==> src/rtl/rtat_pkg.sv <==
package rtat_pkg;

   localparam int BUS_W     = 32;
   localparam int NUM_FLAGS = 3;
   // flag index i lives at status / enable bit (FLAG_LSB + i)
   localparam int FLAG_LSB  = 29;
   localparam int F_TICK    = 0;
   localparam int F_ALARM   = 1;
   localparam int F_WRAP    = 2;

   typedef enum logic [2:0] {
      A_CTRL   = 3'd0,
      A_CNT_HI = 3'd1,
      A_CNT_LO = 3'd2,
      A_ALM_HI = 3'd3,
      A_ALM_LO = 3'd4,
      A_RELOAD = 3'd5,
      A_STATUS = 3'd6,
      A_IRQEN  = 3'd7
   } reg_addr_e;

   typedef struct packed {
      logic per_hold;   // bit 4
      logic per_run;    // bit 3
      logic hold_hi;    // bit 2
      logic hold_lo;    // bit 1
      logic zero;       // bit 0
   } ctrl_t;

   localparam int CTRL_W = $bits(ctrl_t);

endpackage

==> src/rtl/rtat_rtc_counter.sv <==
module rtat_rtc_counter #(
   parameter int HI_W = 8,
   parameter int LO_W = 32
) (
   input  logic            clk,
   input  logic            rst_n,
   input  logic            zero,
   input  logic            hold_lo,
   input  logic            hold_hi,
   output logic [HI_W-1:0] cnt_hi,
   output logic [LO_W-1:0] cnt_lo,
   output logic            wrap
);

   logic lo_carry;
   logic hi_step;

   assign lo_carry = !hold_lo && (&cnt_lo);
   assign hi_step  = lo_carry && !hold_hi;
   assign wrap     = !zero && hi_step && (&cnt_hi);

   always_ff @(posedge clk) begin
      if (!rst_n || zero) begin
         cnt_lo <= '0;
         cnt_hi <= '0;
      end else begin
         if (!hold_lo) cnt_lo <= cnt_lo + 1'b1;
         if (hi_step)  cnt_hi <= cnt_hi + 1'b1;
      end
   end

endmodule

==> src/rtl/rtat_alarm_cmp.sv <==
module rtat_alarm_cmp #(
   parameter int HI_W = 8,
   parameter int LO_W = 32
) (
   input  logic            clk,
   input  logic            rst_n,
   input  logic            stage_hi,
   input  logic            commit_lo,
   input  logic [HI_W-1:0] wr_hi,
   input  logic [LO_W-1:0] wr_lo,
   input  logic [HI_W-1:0] cnt_hi,
   input  logic [LO_W-1:0] cnt_lo,
   output logic            hit
);

   localparam int FULL_W = HI_W + LO_W;

   logic [HI_W-1:0]   staged_q;
   logic [FULL_W-1:0] target_q;
   logic              armed_q;

   always_ff @(posedge clk) begin
      if (!rst_n) begin
         staged_q <= '0;
         target_q <= '0;
         armed_q  <= 1'b0;
      end else begin
         if (stage_hi)  staged_q <= wr_hi;
         if (commit_lo) begin
            target_q <= {staged_q, wr_lo};
            armed_q  <= 1'b1;
         end
      end
   end

   assign hit = armed_q && (target_q == {cnt_hi, cnt_lo});

endmodule

==> src/rtl/rtat_periodic.sv <==
module rtat_periodic #(
   parameter int PER_W = 16
) (
   input  logic             clk,
   input  logic             rst_n,
   input  logic             run,
   input  logic             hold,
   input  logic [PER_W-1:0] reload,
   output logic [PER_W-1:0] cnt,
   output logic             tick
);

   logic at_zero;

   assign at_zero = (cnt == '0);
   assign tick    = run && !hold && at_zero;

   always_ff @(posedge clk) begin
      if (!rst_n) begin
         cnt <= '0;
      end else if (!run) begin
         cnt <= reload;
      end else if (!hold) begin
         cnt <= at_zero ? reload : cnt - 1'b1;
      end
   end

endmodule

==> src/rtl/rtat_irq_flags.sv <==
module rtat_irq_flags #(
   parameter int N = 3
) (
   input  logic         clk,
   input  logic         rst_n,
   input  logic [N-1:0] set,
   input  logic [N-1:0] ack,
   input  logic [N-1:0] enable,
   output logic [N-1:0] flags,
   output logic         irq
);

   for (genvar i = 0; i < N; i++) begin : g_flag
      always_ff @(posedge clk) begin
         if (!rst_n) flags[i] <= 1'b0;
         else        flags[i] <= set[i] | (flags[i] & ~ack[i]);
      end
   end

   assign irq = |(flags & enable);

endmodule

==> src/rtl/rtc_alarm_timer.sv <==
module rtc_alarm_timer #(
   parameter int HI_W  = 8,
   parameter int LO_W  = 32,
   parameter int PER_W = 16
) (
   input  logic        clk,
   input  logic        rst_n,
   input  logic        wr_en,
   input  logic        rd_en,
   input  logic [2:0]  addr,
   input  logic [31:0] wdata,
   output logic [31:0] rdata,
   output logic        irq
);
   import rtat_pkg::*;

   localparam int FLAG_MSB = FLAG_LSB + NUM_FLAGS - 1;

   if (HI_W < 1 || HI_W > BUS_W) begin : g_bad_hi
      $error("HI_W must be within 1..32");
   end
   if (LO_W < 1 || LO_W > BUS_W) begin : g_bad_lo
      $error("LO_W must be within 1..32");
   end
   if (PER_W < 1 || PER_W > BUS_W) begin : g_bad_per
      $error("PER_W must be within 1..32");
   end

   reg_addr_e sel;
   assign sel = reg_addr_e'(addr);

   logic wr_ctrl, wr_alm_hi, wr_alm_lo, wr_reload, wr_stat, wr_ien, rd_lo;
   assign wr_ctrl   = wr_en && (sel == A_CTRL);
   assign wr_alm_hi = wr_en && (sel == A_ALM_HI);
   assign wr_alm_lo = wr_en && (sel == A_ALM_LO);
   assign wr_reload = wr_en && (sel == A_RELOAD);
   assign wr_stat   = wr_en && (sel == A_STATUS);
   assign wr_ien    = wr_en && (sel == A_IRQEN);
   assign rd_lo     = rd_en && (sel == A_CNT_LO);

   ctrl_t                ctrl_q;
   logic [PER_W-1:0]     reload_q;
   logic [NUM_FLAGS-1:0] ien_q;
   logic [HI_W-1:0]      hi_shadow;

   logic [HI_W-1:0]      cnt_hi;
   logic [LO_W-1:0]      cnt_lo;
   logic [PER_W-1:0]     per_cnt;
   logic                 wrap, hit, tick;
   logic [NUM_FLAGS-1:0] flag_set, flag_clr, flags;

   always_ff @(posedge clk) begin
      if (!rst_n) begin
         ctrl_q    <= '0;
         reload_q  <= '0;
         ien_q     <= '0;
         hi_shadow <= '0;
      end else begin
         if (wr_ctrl)   ctrl_q    <= ctrl_t'(wdata[CTRL_W-1:0]);
         if (wr_reload) reload_q  <= wdata[PER_W-1:0];
         if (wr_ien)    ien_q     <= wdata[FLAG_MSB:FLAG_LSB];
         if (rd_lo)     hi_shadow <= cnt_hi;
      end
   end

   rtat_rtc_counter #(.HI_W(HI_W), .LO_W(LO_W)) u_rtc (
      .clk     (clk),
      .rst_n   (rst_n),
      .zero    (ctrl_q.zero),
      .hold_lo (ctrl_q.hold_lo),
      .hold_hi (ctrl_q.hold_hi),
      .cnt_hi  (cnt_hi),
      .cnt_lo  (cnt_lo),
      .wrap    (wrap)
   );

   rtat_alarm_cmp #(.HI_W(HI_W), .LO_W(LO_W)) u_alarm (
      .clk       (clk),
      .rst_n     (rst_n),
      .stage_hi  (wr_alm_hi),
      .commit_lo (wr_alm_lo),
      .wr_hi     (wdata[HI_W-1:0]),
      .wr_lo     (wdata[LO_W-1:0]),
      .cnt_hi    (cnt_hi),
      .cnt_lo    (cnt_lo),
      .hit       (hit)
   );

   rtat_periodic #(.PER_W(PER_W)) u_per (
      .clk    (clk),
      .rst_n  (rst_n),
      .run    (ctrl_q.per_run),
      .hold   (ctrl_q.per_hold),
      .reload (reload_q),
      .cnt    (per_cnt),
      .tick   (tick)
   );

   always_comb begin
      flag_set          = '0;
      flag_set[F_TICK]  = tick;
      flag_set[F_ALARM] = hit;
      flag_set[F_WRAP]  = wrap;
      flag_clr          = wr_stat ? wdata[FLAG_MSB:FLAG_LSB] : '0;
   end

   rtat_irq_flags #(.N(NUM_FLAGS)) u_flags (
      .clk    (clk),
      .rst_n  (rst_n),
      .set    (flag_set),
      .ack    (flag_clr),
      .enable (ien_q),
      .flags  (flags),
      .irq    (irq)
   );

   always_comb begin
      rdata = '0;
      unique case (sel)
         A_CTRL:   rdata[CTRL_W-1:0]        = ctrl_q;
         A_CNT_HI: rdata[HI_W-1:0]          = hi_shadow;
         A_CNT_LO: rdata[LO_W-1:0]          = cnt_lo;
         A_RELOAD: rdata[PER_W-1:0]         = reload_q;
         A_STATUS: rdata[FLAG_MSB:FLAG_LSB] = flags;
         A_IRQEN:  rdata[FLAG_MSB:FLAG_LSB] = ien_q;
         default:  rdata                    = '0;
      endcase
   end

endmodule

==> config.mk <==
export PLATFORM = sky130hd
export DESIGN_NAME = rtc_alarm_timer
export DESIGN_NICKNAME = d
export VERILOG_FILES = /design/src/rtl/rtat_pkg.sv /design/src/rtl/rtat_rtc_counter.sv /design/src/rtl/rtat_alarm_cmp.sv /design/src/rtl/rtat_periodic.sv /design/src/rtl/rtat_irq_flags.sv /design/src/rtl/rtc_alarm_timer.sv
export SDC_FILE = /design/constraint.sdc
export NUM_CORES = 1
export LEC_CHECK = 0
export ABC_AREA = 1
export CORE_MARGIN = 5
export CORE_UTILIZATION = 45
export DETAILED_ROUTE_END_ITERATION = 10
export PLACE_DENSITY_LB_ADDON = 0.25
export SLEW_MARGIN = 20
export SYNTH_ARGS = -nofsm -noshare
export SYNTH_HDL_FRONTEND = slang
export SYNTH_SLANG_ARGS = --single-unit
==> constraint.sdc <==
create_clock -name clk -period 3.1 [get_ports clk]
set_input_delay 0.465 -clock clk [delete_from_list [all_inputs] [get_ports clk]]
set_output_delay 0.465 -clock clk [all_outputs]
set_load 0.05 [all_outputs]
==> metrics.csv, run 1 <==
metric;value;unit
cp_num_buf_inv;5;
ys_types;34;
fin_skew;0.00793;ns
worst_r2r_path_depth;8;
place_area;0.00846;mm²
post-route-period-util;84.9;%
clk_latency;0.43;ns
cts_buffers;17;
power;4.19;mW
relSlewSlack;45.8;%
htreeDepth;4;
worstHoldPathType;flip-flop to flip-flop;
initial_utilization;45.8;%
via_per_inst;5.15;
start_kind;primary input;
cts.hold.buffers_added;0;
hp-start;u_alarm.target_q[37];
first_global_vias;6558;
maxSlewViolCount;0;
routedWlPerCell;14.4;µm
ir_worst_vdd;400;µV
criticalPathCategory;primary input to primary output;
grt_max_degree;85;
p_leak;3.49;nW
drc;0;
p_per_area;465;mW/mm²
drt_wl_total;20.2;mm
cts_max_path_buffers;2;
hold_viol_final;0;
synth_top_area_cell;dfxtp_1;
syn_to_final_growth;23.9;%
fin_util;56.8;%
tightest_slew;0.813;ns
io-pin-count;72;
diodes;0;
detail-route-antenna-nets;0;
critPathTopFamily;buffers and inverters;
fmax;0.380;GHz
die_area;0.0188;mm²
slowest_stage;clkdlybuf4s50_1;
nets;1213;
die_w;137;µm
post_cts_buffers;0;
clk_pin_slew;0.06;ns
min_to;u_alarm.target_q[37];
grt_overflow_total;0;
gp_congestion;0.897;
clkSinkCount;140;
fp-row-count;46;
synth_area_leaders;dfxtp_1 39%, nand2_1 13%, o21ai_0 7.6%, a21oi_1 7.6%, nor2_1 7.3%;
rsz0062_at_grt;no;
setup_slack;0.468;ns
synth.top_cell.area_share;38.5;%
cts_resized;0;
end_kind;primary output;
rr_startpoint;ctrl_q[1];
r2r_slack;1.11;ns
grt_pass1_wl;32.7;mm
ys_seq_area_share;38.5;%
drive_above_1_share;9.04;%
cts_tree;yes;
numPortBuffers;71;
status;finished clean;
synth.avg_cell_area;6.56;µm²
vias;7208;
worstPathCellList;clkdlybuf4s50_1 > inv_2 > nor3_2 > buf_4 > inv_1 > o21ai_0 > buf_12;
mostFrequentLayoutCells;252 x nand2_1, 142 x nor2_1, 140 x dfxtp_1, 133 x inv_1, 111 x o21ai_0;
crit_required;2.63;ns
r2r_end;u_rtc.cnt_lo[17];
ys_warn_count;0;
clock-root-buffer;clkbuf_16;
setup_violations;0;
antenna_found_initial;0;
place_ws;0.487;ns
core-area;0.0159;mm²
synth_nets;1152;
synth-seq-cells;140;
slowest_delay;0.60;ns
layout_commonest_cell;nand2_1;
max_cap_viol_count;0;
min_period;2.63;ns
firstDrtPassIters;5;
netlist_area;0.00728;mm²
synth_cells;1109;
fin_tns_setup;0;ns
grt.total_usage;21.9;%
dp_hpwl;14.7;mm
crit_arrival;2.17;ns
worstPathMaxFanout;9;
fin_area;0.00902;mm²
die_h;137;µm
hold_depth;2;
drtIter0Drc;645;
## cells in the mapped netlist
cell type	n
a211oi_1	3
a21oi_1	110
a22oi_1	7
buf_1	3
buf_2	15
buf_4	2
buf_6	3
clkbuf_1	16
clkbuf_2	2
clkinv_1	3
dfxtp_1	140
ha_1	4
inv_1	133
inv_2	5
nand2_1	252
nand2_2	6
nand3_1	54
nand3b_1	4
nand4_1	17
nor2_1	142
nor2_2	10
nor2_4	6
nor3_1	9
nor3_2	3
nor3b_2	1
nor4_1	1
o2111ai_1	1
o211ai_1	8
o21ai_0	111
o21ai_1	5
o21bai_1	2
o22ai_1	7
xnor2_1	6
xor2_1	18
## through the flow
step,std cells,hold slack [ns]
final,1399,0.469
after global routing,1399,0.491
after CTS,1399,0.472
after detailed placement,1367,0.463
after global placement,1367,0.452
after floorplan,1109,0.441
## final cells by class
class                   count  area [µm²]
multi-input cells         787        3750
repair buffers             83        1120
flip-flops and latches    140        2800
well taps                 216         270
inverters                 141         529
clock inverters             9        63.8
clock buffers              23         488
fillers                  1550        6870
## state kept, by name (all words and copies together), names as in the netlist, 5 cells and up
signal	cells
u_rtc.cnt_hi	8
ctrl_q	5
u_alarm.staged_q	8
u_alarm.target_q	40
u_rtc.cnt_lo	32
hi_shadow	8
reload_q	16
u_per.cnt	16
## how the worst max path moves through the flow
| stage | from | endpoint | slack (ns) | cells after the start |
|---|---|---|---|---|
| 2_1_floorplan | addr[2] | rdata[10] | 0.66 | 4 |
| 3_3_place_gp | addr[2] | rdata[10] | 0.51 | 7 |
| 3_5_place_dp | addr[2] | rdata[10] | 0.49 | 7 |
| 4_1_cts | addr[2] | rdata[10] | 0.48 | 7 |
| 5_1_grt | addr[2] | rdata[10] | 0.39 | 7 |
| 6_report | addr[2] | rdata[10] | 0.47 | 7 |
## tightest hold or removal path: stages (launching register included)
cell and delay [ns]:
dfxtp_1 0.31, inv_1 0.06, a21oi_1 0.05
## layer usage
metal / vias up / global-route usage [%] / wire (µm)
met2: 199 / 35.7 / 9390
met5: - / 0 / 0
met3: 22 / 4.02 / 1150
met4: 0 / 5.82 / 242
met1: 3291 / 29.8 / 9400
li1: 3696 / - / -
## power breakdown
group          switching [mW]  internal, mW  total (mW)  leakage (nW)
Clock                   0.771          1.11        1.88         0.265
Sequential             0.0368          1.85        1.89          1.13
Combinational           0.264         0.167       0.430          2.09
Total                    1.07          3.12        4.19          3.49
## kinds of logic (layout without fill, tap and decap cells)
| family | after synthesis | in the layout | share of synthesized area, % |
|---|---|---|---|
| and+or+nand+nor | 505 | 505 | 29.5 |
| xor gates and xnor gates | 24 | 24 | 2.89 |
| adders and majority gates | 4 | 4 | 0.688 |
| buffers and inverters | 182 | 256 | 10.1 |
| AOI/OAI and AO/OA | 254 | 254 | 18.3 |
| DFF | 140 | 140 | 38.5 |
Power figures use the tool's default switching activity.
==> run 2, diff against run 1 <==
==> constraint.sdc (replaced) <==
create_clock -name clk -period 2.2 [get_ports clk]
set_input_delay 0.33 -clock clk [delete_from_list [all_inputs] [get_ports clk]]
set_output_delay 0.33 -clock clk [all_outputs]
set_load 0.05 [all_outputs]
==> run 2 against run 1 <==
  * Non-clock buffer count increased by 20
  * Global-route usage rose by 1.0 points
  * Via count rose by 2.4%
  * Power grew 47%
  * Clock power increased by 52%
  * Largest power group is now clock
  * Count of clock-buffer cells in the layout fell by 3
  * Highest routed layer unchanged
==> metrics.csv, run 2 (synthesis gave the netlist of run 1 again) <==
metric;value;unit;change
crit_required;1.87;ns;was 2.63 ns
r2r_slack;0.35;ns;was 1.11 ns
core-area;0.0159;mm²;unchanged
die_area;0.0188;mm²;unchanged
drive_above_1_share;11.1;%;was 9.04%
fill_cells;1518;;was 1550
p_leak;3.63;nW;was 3.49 nW
slowest_stage;clkdlybuf4s50_1;;unchanged
largestRegisters;u_alarm.target_q: 40 flops, u_rtc.cnt_lo: 32 flops;;unchanged
grt_max_degree;85;;unchanged
mostFrequentLayoutCells;251 x nand2_1, 141 x nor2_1, 140 x dfxtp_1, 132 x inv_1, 110 x a21oi_1;;was 252 x nand2_1, 142 x nor2_1, 140 x dfxtp_1, 133 x inv_1, 111 x o21ai_0
seq_power_share;43.3;%;was 45.0%
clk_latency;0.43;ns;about the same
worstHoldPathType;primary input to flip-flop;;was flip-flop to flip-flop
grt.total_usage;22.9;%;was 21.9%
critPathTopFamily;buffers and inverters;;unchanged
p_int;4.60;mW;was 3.12 mW
hold_viol_final;0;;unchanged
layout_commonest_cell;nand2_1;;unchanged
crit_arrival;1.79;ns;was 2.17 ns
maxSlewViolCount;0;;unchanged
end_kind;primary output;;unchanged
via_per_inst;5.21;;was 5.15
grt_pass1_wl;34.0;mm;was 32.7 mm
worstPathCellList;clkdlybuf4s50_1 > inv_2 > nor3_4 > buf_6 > a22oi_1 > o21ai_1 > buf_4 > buf_12;;was clkdlybuf4s50_1 > inv_2 > nor3_2 > buf_4 > inv_1 > o21ai_0 > buf_12
sw_frac_of_total;25.1;%;was 25.5%
clock_power_share;46.4;%;was 44.7%
max_cap_viol_count;0;;unchanged
io-pin-count;72;;unchanged
cts_tree;yes;;unchanged
ir_worst_vdd;654;µV;was 400 µV
status;finished clean;;unchanged
fin_cells;1418;;was 1399
cts_max_path_buffers;2;;unchanged
clkSinkCount;140;;unchanged
fp-row-count;46;;unchanged
p_per_area;664;mW/mm²;was 465 mW/mm²
dp_hpwl;15.3;mm;was 14.7 mm
die_h;137;µm;unchanged
vias;7384;;was 7208
post_cts_buffers;0;;unchanged
fin_tns_setup;0;ns;unchanged
nets;1233;;was 1213
place_ws;-0.00336;ns;was 0.487 ns
regArea;0.00280;mm²;unchanged
setup_violations;0;;unchanged
cts.hold.buffers_added;0;;unchanged
pwr-share-comb;10.4;%;was 10.3%
diodes;0;;unchanged
multi_input_comb_area;0.00377;mm²;was 0.00375 mm²
hold_depth;5;;was 2
detail-route-antenna-nets;0;;unchanged
slowest_delay;0.51;ns;was 0.60 ns
cts_buffers;17;;unchanged
firstDrtPassIters;7;;was 5
post-route-period-util;96.4;%;
drc;0;;unchanged
relSlewSlack;42.4;%;was 45.8%
drtIter0Drc;532;;was 645
tightest_slew;0.863;ns;was 0.813 ns
grt_overflow_total;0;;unchanged
fmax;0.472;GHz;
clk_pin_slew;0.06;ns;about the same
cp_num_buf_inv;5;;unchanged
worst_r2r_path_depth;8;;unchanged
antenna_found_initial;0;;unchanged
routedWlPerCell;14.8;µm;was 14.4 µm
numPortBuffers;71;;unchanged
worstPathMaxFanout;9;;unchanged
start_kind;primary input;;unchanged
regMostFlops;u_alarm.target_q;;unchanged
htreeDepth;4;;unchanged
worst-path-stages;8;;was 7
fin_skew;0.00653;ns;was 0.00793 ns
placed_cells;1387;;was 1367
clock-root-buffer;clkbuf_16;;unchanged
min_period;2.12;ns;
syn_to_final_growth;27.2;%;was 23.9%
rsz0062_at_grt;no;;unchanged
drt_wl_total;20.9;mm;was 20.2 mm
setup_slack;0.0794;ns;was 0.468 ns
first_global_vias;6921;;was 6558
largest_reg_flops;40;;unchanged
criticalPathCategory;primary input to primary output;;unchanged
p_sw;1.54;mW;was 1.07 mW
initial_utilization;45.8;%;unchanged
die_w;137;µm;unchanged
gp_congestion;0.885;;was 0.897
-- run 2: path summary, 6_finish.rpt --
kind	startpoint	end
setup / recovery	addr[2]	rdata[7]
hold / removal	addr[1]	reload_q[2]
setup reg to reg	u_per.cnt[0]	u_per.cnt[10]
hold reg to reg	u_alarm.target_q[21]	u_alarm.target_q[21]
-- run 2: cell type report --
cell class,instances,area share [%]
Timing Repair Buffer,103,14.0
Inverter,141,5.74
Sequential cell,140,30.3
Tap cell,216,2.92
Clock inverter,11,1.28
Clock buffer,20,5.04
Multi-Input combinational cell,787,40.7
-- run 2: worst min-delay path, stage by stage --
cell and delay (ns):
dlymetal6s2s_1 0.17, nor3_4 0.08, buf_6 0.13, nand3_1 0.06
a21oi_1 0.06
-- run 2: power groups by stage --
stage | clock [mW] | sequential (mW) | combinational [mW]
5_1_grt | 2.99 | 2.67 | 0.713
4_1_cts | 2.86 | 2.66 | 0.632
2_1_floorplan | 0 | 2.70 | 0.397
3_5_place_dp | 0 | 2.71 | 0.627
3_3_place_gp | 0 | 2.71 | 0.619
6_report | 2.85 | 2.66 | 0.637
-- run 2: repair_timing --
item | CTS | global route
endpoints found under the setup margin | 2 | 17
pin swaps | 1 | 2
resized for setup | 1 | 11
cloned | 0 | 0
-- run 2: through the flow --
stage	hold WS, ns	utilization, %	instance area (µm²)	power (mW)
floorplan	0.441	-	7280	3.09
global placement	0.450	54.4	8640	3.33
detailed placement	0.463	54.4	8640	3.34
CTS	0.454	58.1	9230	6.15
global route	0.479	58.3	9260	6.37
finish	0.452	58.3	9260	6.14
-- run 2: layer usage --
layer | GRT usage (%) | part of all wire, % | up-vias
met2 | 37.9 | 47 | 201
met1 | 30.0 | 45 | 3399
met5 | 0 | 0 | -
met3 | 4.57 | 5.2 | 40
li1 | - | - | 3744
met4 | 7.87 | 2.5 | 0
